===== config.mk =====
export PLATFORM = sky130hd
export DESIGN_NAME = uart_chan
export DESIGN_NICKNAME = d
export VERILOG_FILES = /design/src/rtl/uart_pkg.sv /design/src/rtl/uart_fifo.sv /design/src/rtl/uart_baud.sv /design/src/rtl/uart_tx.sv /design/src/rtl/uart_rx.sv /design/src/rtl/uart_chan.sv
export SDC_FILE = /design/constraint.sdc
export NUM_CORES = 1
export LEC_CHECK = 0
export ABC_AREA = 1
export ABC_CLOCK_PERIOD_IN_PS = 10800
export CORE_MARGIN = 3
export CORE_UTILIZATION = 45
export DETAILED_ROUTE_END_ITERATION = 8
export GPL_TIMING_DRIVEN = 0
export HOLD_SLACK_MARGIN = 0.02
export SETUP_SLACK_MARGIN = 0.3
export SKIP_CTS_REPAIR_TIMING = 1
export SYNTH_ARGS = -nofsm -noshare
export SYNTH_HDL_FRONTEND = slang
export SYNTH_SLANG_ARGS = --single-unit
export TNS_END_PERCENT = 30

===== constraint.sdc =====
create_clock -name clk -period 10.8 [get_ports clk]
set_input_delay 2.16 -clock clk [delete_from_list [all_inputs] [get_ports clk]]
set_output_delay 2.16 -clock clk [all_outputs]
set_load 0.01 [all_outputs]

===== src/rtl/uart_pkg.sv =====
package uart_pkg;
   localparam int DIV_W = 16;
   localparam logic [2:0] A_DATA = 3'd0;
   localparam logic [2:0] A_LINE = 3'd1;
   localparam logic [2:0] A_QCTL = 3'd2;
   localparam logic [2:0] A_DIVL = 3'd3;
   localparam logic [2:0] A_DIVH = 3'd4;
   localparam logic [2:0] A_STAT = 3'd5;

   typedef enum logic [2:0] {RX_IDLE, RX_START, RX_DATA, RX_PAR, RX_STOP} rx_state_t;

   function automatic logic par_bit(input logic [7:0] d, input logic odd);
      return (^d) ^ odd;
   endfunction
endpackage


===== src/rtl/uart_fifo.sv =====
module uart_fifo #(
   parameter int W = 8,
   parameter int DEPTH = 16,
   localparam int AW = $clog2(DEPTH),
   localparam int CW = $clog2(DEPTH + 1)
) (
   input  logic          clk,
   input  logic          rst_n,
   input  logic          flush,
   input  logic [CW-1:0] limit,
   input  logic          push,
   input  logic [W-1:0]  din,
   input  logic          pop,
   output logic [W-1:0]  dout,
   output logic [CW-1:0] count
);
   if (DEPTH < 2 || (DEPTH & (DEPTH - 1)) != 0) begin : g_bad_depth
      $error("uart_fifo: DEPTH must be a power of two, at least 2");
   end

   logic [W-1:0]  mem [DEPTH];
   logic [AW-1:0] wp, rp;
   logic          do_push, do_pop;

   assign do_push = push && (count < limit);
   assign do_pop  = pop && (count != '0);
   assign dout    = mem[rp];

   always_ff @(posedge clk or negedge rst_n) begin
      if (!rst_n) begin
         wp <= '0;
         rp <= '0;
         count <= '0;
      end else if (flush) begin
         wp <= '0;
         rp <= '0;
         count <= '0;
      end else begin
         if (do_push) wp <= wp + 1'b1;
         if (do_pop)  rp <= rp + 1'b1;
         count <= count + CW'(do_push) - CW'(do_pop);
      end
   end

   always_ff @(posedge clk) begin
      if (do_push && !flush) mem[wp] <= din;
   end
endmodule


===== src/rtl/uart_baud.sv =====
module uart_baud #(
   parameter int DW = 16
) (
   input  logic          clk,
   input  logic          rst_n,
   input  logic [DW-1:0] div,
   output logic          tick
);
   logic [DW-1:0] cnt, lim;

   assign lim  = (div == '0) ? '0 : div - 1'b1;
   assign tick = (cnt >= lim);

   always_ff @(posedge clk or negedge rst_n) begin
      if (!rst_n)    cnt <= '0;
      else if (tick) cnt <= '0;
      else           cnt <= cnt + 1'b1;
   end
endmodule


===== src/rtl/uart_tx.sv =====
module uart_tx
   import uart_pkg::*;
(
   input  logic       clk,
   input  logic       rst_n,
   input  logic       tick,
   input  logic       par_en,
   input  logic       par_odd,
   input  logic       have,
   input  logic [7:0] din,
   output logic       take,
   output logic       txd,
   output logic       busy
);
   localparam int FW = 11;
   logic [FW-1:0] sh;
   logic [3:0]    sub, bitn, last;

   assign take = !busy && have && tick;
   assign last = par_en ? 4'd10 : 4'd9;
   assign txd  = sh[0];

   always_ff @(posedge clk or negedge rst_n) begin
      if (!rst_n) begin
         sh <= '1;
         sub <= '0;
         bitn <= '0;
         busy <= 1'b0;
      end else if (take) begin
         busy <= 1'b1;
         sub <= '0;
         bitn <= '0;
         sh <= par_en ? {1'b1, par_bit(din, par_odd), din, 1'b0}
                      : {2'b11, din, 1'b0};
      end else if (busy && tick) begin
         if (sub == 4'd15) begin
            sub <= '0;
            sh <= {1'b1, sh[FW-1:1]};
            bitn <= bitn + 1'b1;
            if (bitn == last) busy <= 1'b0;
         end else begin
            sub <= sub + 1'b1;
         end
      end
   end
endmodule


===== src/rtl/uart_rx.sv =====
module uart_rx
   import uart_pkg::*;
(
   input  logic       clk,
   input  logic       rst_n,
   input  logic       tick,
   input  logic       par_en,
   input  logic       par_odd,
   input  logic       rxd,
   output logic       valid,
   output logic [7:0] data,
   output logic       perr,
   output logic       ferr
);
   logic [1:0] sync;
   logic       line, pbit;
   logic [3:0] sub;
   logic [2:0] bitn;
   rx_state_t  st;

   assign line = sync[1];

   always_ff @(posedge clk or negedge rst_n) begin
      if (!rst_n) begin
         sync <= 2'b11;
         st <= RX_IDLE;
         sub <= '0;
         bitn <= '0;
         pbit <= 1'b0;
         data <= '0;
         valid <= 1'b0;
         perr <= 1'b0;
         ferr <= 1'b0;
      end else begin
         sync <= {sync[0], rxd};
         valid <= 1'b0;
         if (tick) begin
            unique case (st)
               RX_IDLE: if (!line) begin
                  st <= RX_START;
                  sub <= '0;
               end
               RX_START: if (sub == 4'd7) begin
                  sub <= '0;
                  bitn <= '0;
                  st <= line ? RX_IDLE : RX_DATA;
               end else sub <= sub + 1'b1;
               RX_DATA: if (sub == 4'd15) begin
                  sub <= '0;
                  data <= {line, data[7:1]};
                  bitn <= bitn + 1'b1;
                  if (bitn == 3'd7) st <= par_en ? RX_PAR : RX_STOP;
               end else sub <= sub + 1'b1;
               RX_PAR: if (sub == 4'd15) begin
                  sub <= '0;
                  pbit <= line;
                  st <= RX_STOP;
               end else sub <= sub + 1'b1;
               RX_STOP: if (sub == 4'd15) begin
                  sub <= '0;
                  valid <= 1'b1;
                  ferr <= !line;
                  perr <= par_en && (pbit != par_bit(data, par_odd));
                  st <= RX_IDLE;
               end else sub <= sub + 1'b1;
               default: st <= RX_IDLE;
            endcase
         end
      end
   end
endmodule


===== src/rtl/uart_chan.sv =====
module uart_chan
   import uart_pkg::*;
#(
   parameter int DEPTH = 16,
   localparam int CW = $clog2(DEPTH + 1)
) (
   input  logic       clk,
   input  logic       rst_n,
   input  logic       cs_n,
   input  logic       wr_en,
   input  logic       rd_en,
   input  logic [2:0] addr,
   input  logic [7:0] wdata,
   output logic [7:0] rdata,
   input  logic       rxd,
   output logic       txd,
   output logic       irq
);
   if (DEPTH < 16) begin : g_bad_depth
      $error("uart_chan: DEPTH below 16 cannot hold the highest level");
   end

   localparam logic [CW-1:0] LVL0 = CW'(1);
   localparam logic [CW-1:0] LVL1 = CW'(DEPTH / 4);
   localparam logic [CW-1:0] LVL2 = CW'(DEPTH / 2);
   localparam logic [CW-1:0] LVL3 = CW'(DEPTH - 2);

   logic [1:0]       lcr, lvl;
   logic             fifo_en;
   logic [DIV_W-1:0] div;
   logic             wr_hit, rd_hit, q_wr, rx_flush, tx_flush, stat_rd;
   logic             tick, take, tx_busy;
   logic             rx_valid, rx_perr, rx_ferr, rx_full;
   logic             ovr_err, par_err, frm_err;
   logic [7:0]       rx_byte, rx_dout, tx_dout, stat;
   logic [CW-1:0]    limit, rx_cnt, tx_cnt, trig;

   assign wr_hit   = !cs_n && wr_en;
   assign rd_hit   = !cs_n && rd_en;
   assign q_wr     = wr_hit && (addr == A_QCTL);
   assign rx_flush = q_wr && (wdata[1] || (wdata[0] != fifo_en));
   assign tx_flush = q_wr && (wdata[2] || (wdata[0] != fifo_en));
   assign stat_rd  = rd_hit && (addr == A_STAT);
   assign limit    = fifo_en ? CW'(DEPTH) : CW'(1);
   assign rx_full  = (rx_cnt >= limit);

   always_ff @(posedge clk or negedge rst_n) begin
      if (!rst_n) begin
         lcr <= '0;
         lvl <= '0;
         fifo_en <= 1'b0;
         div <= DIV_W'(1);
         ovr_err <= 1'b0;
         par_err <= 1'b0;
         frm_err <= 1'b0;
      end else begin
         if (wr_hit) begin
            case (addr)
               A_LINE: lcr <= wdata[1:0];
               A_QCTL: begin
                  fifo_en <= wdata[0];
                  lvl <= wdata[7:6];
               end
               A_DIVL: div[7:0] <= wdata;
               A_DIVH: div[DIV_W-1:8] <= wdata[DIV_W-9:0];
               default: ;
            endcase
         end
         ovr_err <= (ovr_err && !stat_rd) || (rx_valid && rx_full);
         par_err <= (par_err && !stat_rd) || (rx_valid && !rx_full && rx_perr);
         frm_err <= (frm_err && !stat_rd) || (rx_valid && !rx_full && rx_ferr);
      end
   end

   uart_baud #(.DW(DIV_W)) u_baud (.clk(clk), .rst_n(rst_n), .div(div), .tick(tick));

   uart_fifo #(.W(8), .DEPTH(DEPTH)) u_txq (
      .clk(clk), .rst_n(rst_n), .flush(tx_flush), .limit(limit),
      .push(wr_hit && (addr == A_DATA)), .din(wdata),
      .pop(take), .dout(tx_dout), .count(tx_cnt));

   uart_fifo #(.W(8), .DEPTH(DEPTH)) u_rxq (
      .clk(clk), .rst_n(rst_n), .flush(rx_flush), .limit(limit),
      .push(rx_valid), .din(rx_byte),
      .pop(rd_hit && (addr == A_DATA)), .dout(rx_dout), .count(rx_cnt));

   uart_tx u_tx (
      .clk(clk), .rst_n(rst_n), .tick(tick), .par_en(lcr[0]), .par_odd(lcr[1]),
      .have(tx_cnt != '0), .din(tx_dout), .take(take), .txd(txd), .busy(tx_busy));

   uart_rx u_rx (
      .clk(clk), .rst_n(rst_n), .tick(tick), .par_en(lcr[0]), .par_odd(lcr[1]),
      .rxd(rxd), .valid(rx_valid), .data(rx_byte), .perr(rx_perr), .ferr(rx_ferr));

   always_comb begin
      unique case (lvl)
         2'b00: trig = LVL0;
         2'b01: trig = LVL1;
         2'b10: trig = LVL2;
         default: trig = LVL3;
      endcase
   end

   assign irq  = fifo_en ? (rx_cnt >= trig) : (rx_cnt != '0);
   assign stat = {1'b0, (tx_cnt == '0) && !tx_busy, tx_cnt == '0, 1'b0,
                  frm_err, par_err, ovr_err, rx_cnt != '0};

   always_comb begin
      case (addr)
         A_DATA:  rdata = rx_dout;
         A_LINE:  rdata = {6'b0, lcr};
         A_QCTL:  rdata = {lvl, 5'b0, fifo_en};
         A_DIVL:  rdata = div[7:0];
         A_DIVH:  rdata = 8'(div >> 8);
         A_STAT:  rdata = stat;
         default: rdata = 8'h00;
      endcase
   end
endmodule


==> flow_summary.toml <==
[outcome]
status = "completed"

[grt]
grt_usage = 0.218
antenna_found_initial = 0
first_global_vias = 12156
grt_overflow = 0
grt_max_degree = 88
grt_pass1_wl_mm = 68.8

[clock_network]
clkTransAtPathRegs_ns = 0.06
h-tree-depth = 2
clk_latency_ns = 0.56
cts-root-buf = "clkbuf_16"
tritoncts = "yes"
cts_sinks = 365
numCtsBuffers = 40
clockBufferDepth = 3

[detailed_routing]
wirelength_mm = 43.8
vias = 12464
drt_pass1_iterations = 6
detail_route.wl_per_cell_microns = 18.7
postRouteAntennaNets = 0
drc = 0
via_per_inst = 5.33
drtIter0Drc = 1053

[die]
die_w_microns = 201
core_sq_um = 37000
ioPinCount = 27
fp.dieH_microns = 201
initial_core_util = 0.463
dieArea_sq_um = 40500
rows = 70

[placed_design]
dp_worst_setup_slack_ns = 4.40
portBuffers = 26
hpwl_mm = 29.7
gp_congestion = 0.914

[finish]
multi_input_area_sq_um = 5770
finish.net_count = 1880
fillers = 3300
areaGrowthSynthToFinish_pct = 12.8
register_area_sq_um = 10400
drive_gt1_frac = 0.0725
n_antenna_cell = 0

[worst_setup_path]
critPathMaxFanout = 5
cp-end-kind = "output pin"
crit_chain = "clkdlybuf4s50_1 -> inv_1 -> nor3_1 -> inv_1 -> nor2_1 -> a221oi_1 -> nand3_1 -> clkdlybuf4s50_1"
r2r_slack_ns = 6.09
required_ns = 8.64
crit_type = "input pin to output pin"
crit_slowest_cell = "clkdlybuf4s50_1"
crit_path_start_kind = "input pin"
cp.arrival_ns = 4.25
max_stage_delay_ns = 0.57

[synth]
synthDistinctLibCells = 50
ys_seq_area_frac = 0.608
syn-cell-area_sq_um = 17100
ys_warn_count = 0
syn_inst = 1735
synthesis.nets = 1811
ys_ff_latch = 365
synth.avg_cell_area_sq_um = 9.88

[sta]
worst_pin_slew_ns = 0.955
max-slew-margin-rel = 0.361
maxSlewViolCount = 0
finalSetupTns_ns = 0
finClkSkew_ns = 0.0137
min_period_over_period = 0.593
fin_ws_ns = 4.39
fin_crit_ns = 6.41
max_freq_mhz = 156
finalSetupViolations = 0
grt_setup_unrepaired = "false"
hold_viol_final = 0

[power_and_ir_drop]
ir_drop_uv = 175
leakagePower_uw = 0.00817
powerDensity_nw_per_um2 = 211

[worst_hold_path]
hold_path.class = "flop to flop"

[job]
cap_violations = 0
[logic make-up after synthesis]
| group | synth area share |
|---|---|
| buf+inv | 0.0552 |
| flops | 0.608 |
| compound gates | 0.0907 |
| xor+xnor | 0.0148 |
| simple gates | 0.187 |
| fa+ha+maj | 0.0439 |
[cell type report]
| class | instances | share of cell area |
|---|---|---|
| multi-input cells | 1145 | 0.298 |
| clock buffers | 51 | 0.0544 |
| inverters | 171 | 0.0333 |
| clock inverters | 21 | 0.0119 |
| well taps | 504 | 0.0326 |
| flip-flops and latches | 365 | 0.539 |
| repair buffers | 27 | 0.0149 |
| plain buffers | 54 | 0.0156 |
[through the flow]
step | power [uW] | instances | instance area, sq um | util | hold WS (ns)
floorplan | 2400 | 1735 | 17100 | - | 0.345
CTS | 4120 | 2338 | 19300 | 0.522 | 0.385
global placement | 2740 | 2265 | 18000 | 0.487 | 0.382
detailed placement | 2760 | 2266 | 18100 | 0.488 | 0.378
finish | 4090 | 2338 | 19300 | 0.522 | 0.388
global route | 4330 | 2338 | 19300 | 0.522 | 0.386
[layout by cell type, fill, tap and decap left out, drive strengths merged, types with 12 or more instances in the layout]
cell type,n
nor3,23
dfrtp,96
clkdlybuf4s50,25
o221ai,17
o21ai,164
clkinv,17
buf,31
nor2,232
o22ai,17
nand3,88
a21oi,44
edfxtp,256
xor2,17
xnor2,12
ha,57
dfstp,13
o211ai,12
inv,170
nand2,418
clkbuf,76
[flip-flops by register name, summed over array words and instances, names as in the netlist, 3 cells and up]
signal       count
u_rxq.mem      128
div             16
u_rxq.rp         4
u_rx.st          3
u_txq.rp         4
u_rx.data        8
u_rx.bitn        3
u_baud.cnt      16
u_tx.bitn        4
u_rxq.count      5
u_tx.sh         10
u_tx.sub         4
u_txq.mem      128
u_txq.wp         4
u_rx.sub         4
u_rxq.wp         4
u_txq.count      5
[final timing paths]
check,startpoint,endpoint,cells after the start
min,u_rx.sync[0]$_DFF_PN1_,u_rx.sync[1]$_DFF_PN1_,0
max in group asynchronous,rst_n,u_rx.sync[0]$_DFF_PN1_,2
max reg2reg,div[2]$_DFFE_PN0P_,u_txq.count[4]$_DFF_PN0_,27
max,addr[2],rdata[1],8
min reg2reg,u_rx.sync[0]$_DFF_PN1_,u_rx.sync[1]$_DFF_PN1_,0
min in group asynchronous,rst_n,u_baud.cnt[11]$_DFF_PN0_,1
[layer usage]
metal,global-route usage,part of all wire,routed length (microns),up-vias
met1,0.292,0.43,19000,5971
met4,0.0994,0.044,1930,0
met3,0.0262,0.052,2270,105
li1,-,-,-,6008
met2,0.357,0.47,20600,380
met5,0,0,0,-
[synth_stat cells (all sizes together)]
master / instances / share of area
o21bai: 2 / 0.00088
a211oi: 1 / 0.00044
o2111ai: 4 / 0.0020
clkinv: 3 / 0.00066
nor3: 23 / 0.0076
o21a: 4 / 0.0018
fa: 2 / 0.0023
nand3: 88 / 0.026
xnor2: 12 / 0.0061
o21ai: 164 / 0.048
dfrtp: 96 / 0.14
buf: 29 / 0.012
o22ai: 17 / 0.0062
nor3b: 6 / 0.0026
a21boi: 2 / 0.00088
a31oi: 1 / 0.00037
nor2: 232 / 0.052
ha: 57 / 0.042
nand4: 7 / 0.0026
a41oi: 1 / 0.00051
a21o: 1 / 0.00044
or2: 4 / 0.0015
clkbuf: 25 / 0.0055
a22oi: 2 / 0.00088
o221ai: 17 / 0.0087
o211ai: 12 / 0.0053
edfxtp: 256 / 0.45
a221oi: 2 / 0.0010
nand2: 418 / 0.093
nor4: 3 / 0.0011
xor2: 17 / 0.0087
dfstp: 13 / 0.020
a21oi: 44 / 0.013
and3: 1 / 0.00037
inv: 168 / 0.037
nand3b: 1 / 0.00044
[where the power goes]
group          switching [uW]  total, uW  internal (uW)
sequential               93.5       1670           1580
clock                     556       1350            790
combinational             706       1070            365
[critical path, delay by kind of cell]
kind,cells,cell delay (ns)
AOI/OAI and AO/OA,1,0.07
buffers and inverters,4,1.37
and+or+nand+nor,3,0.64
Power figures use the tool's default switching activity.
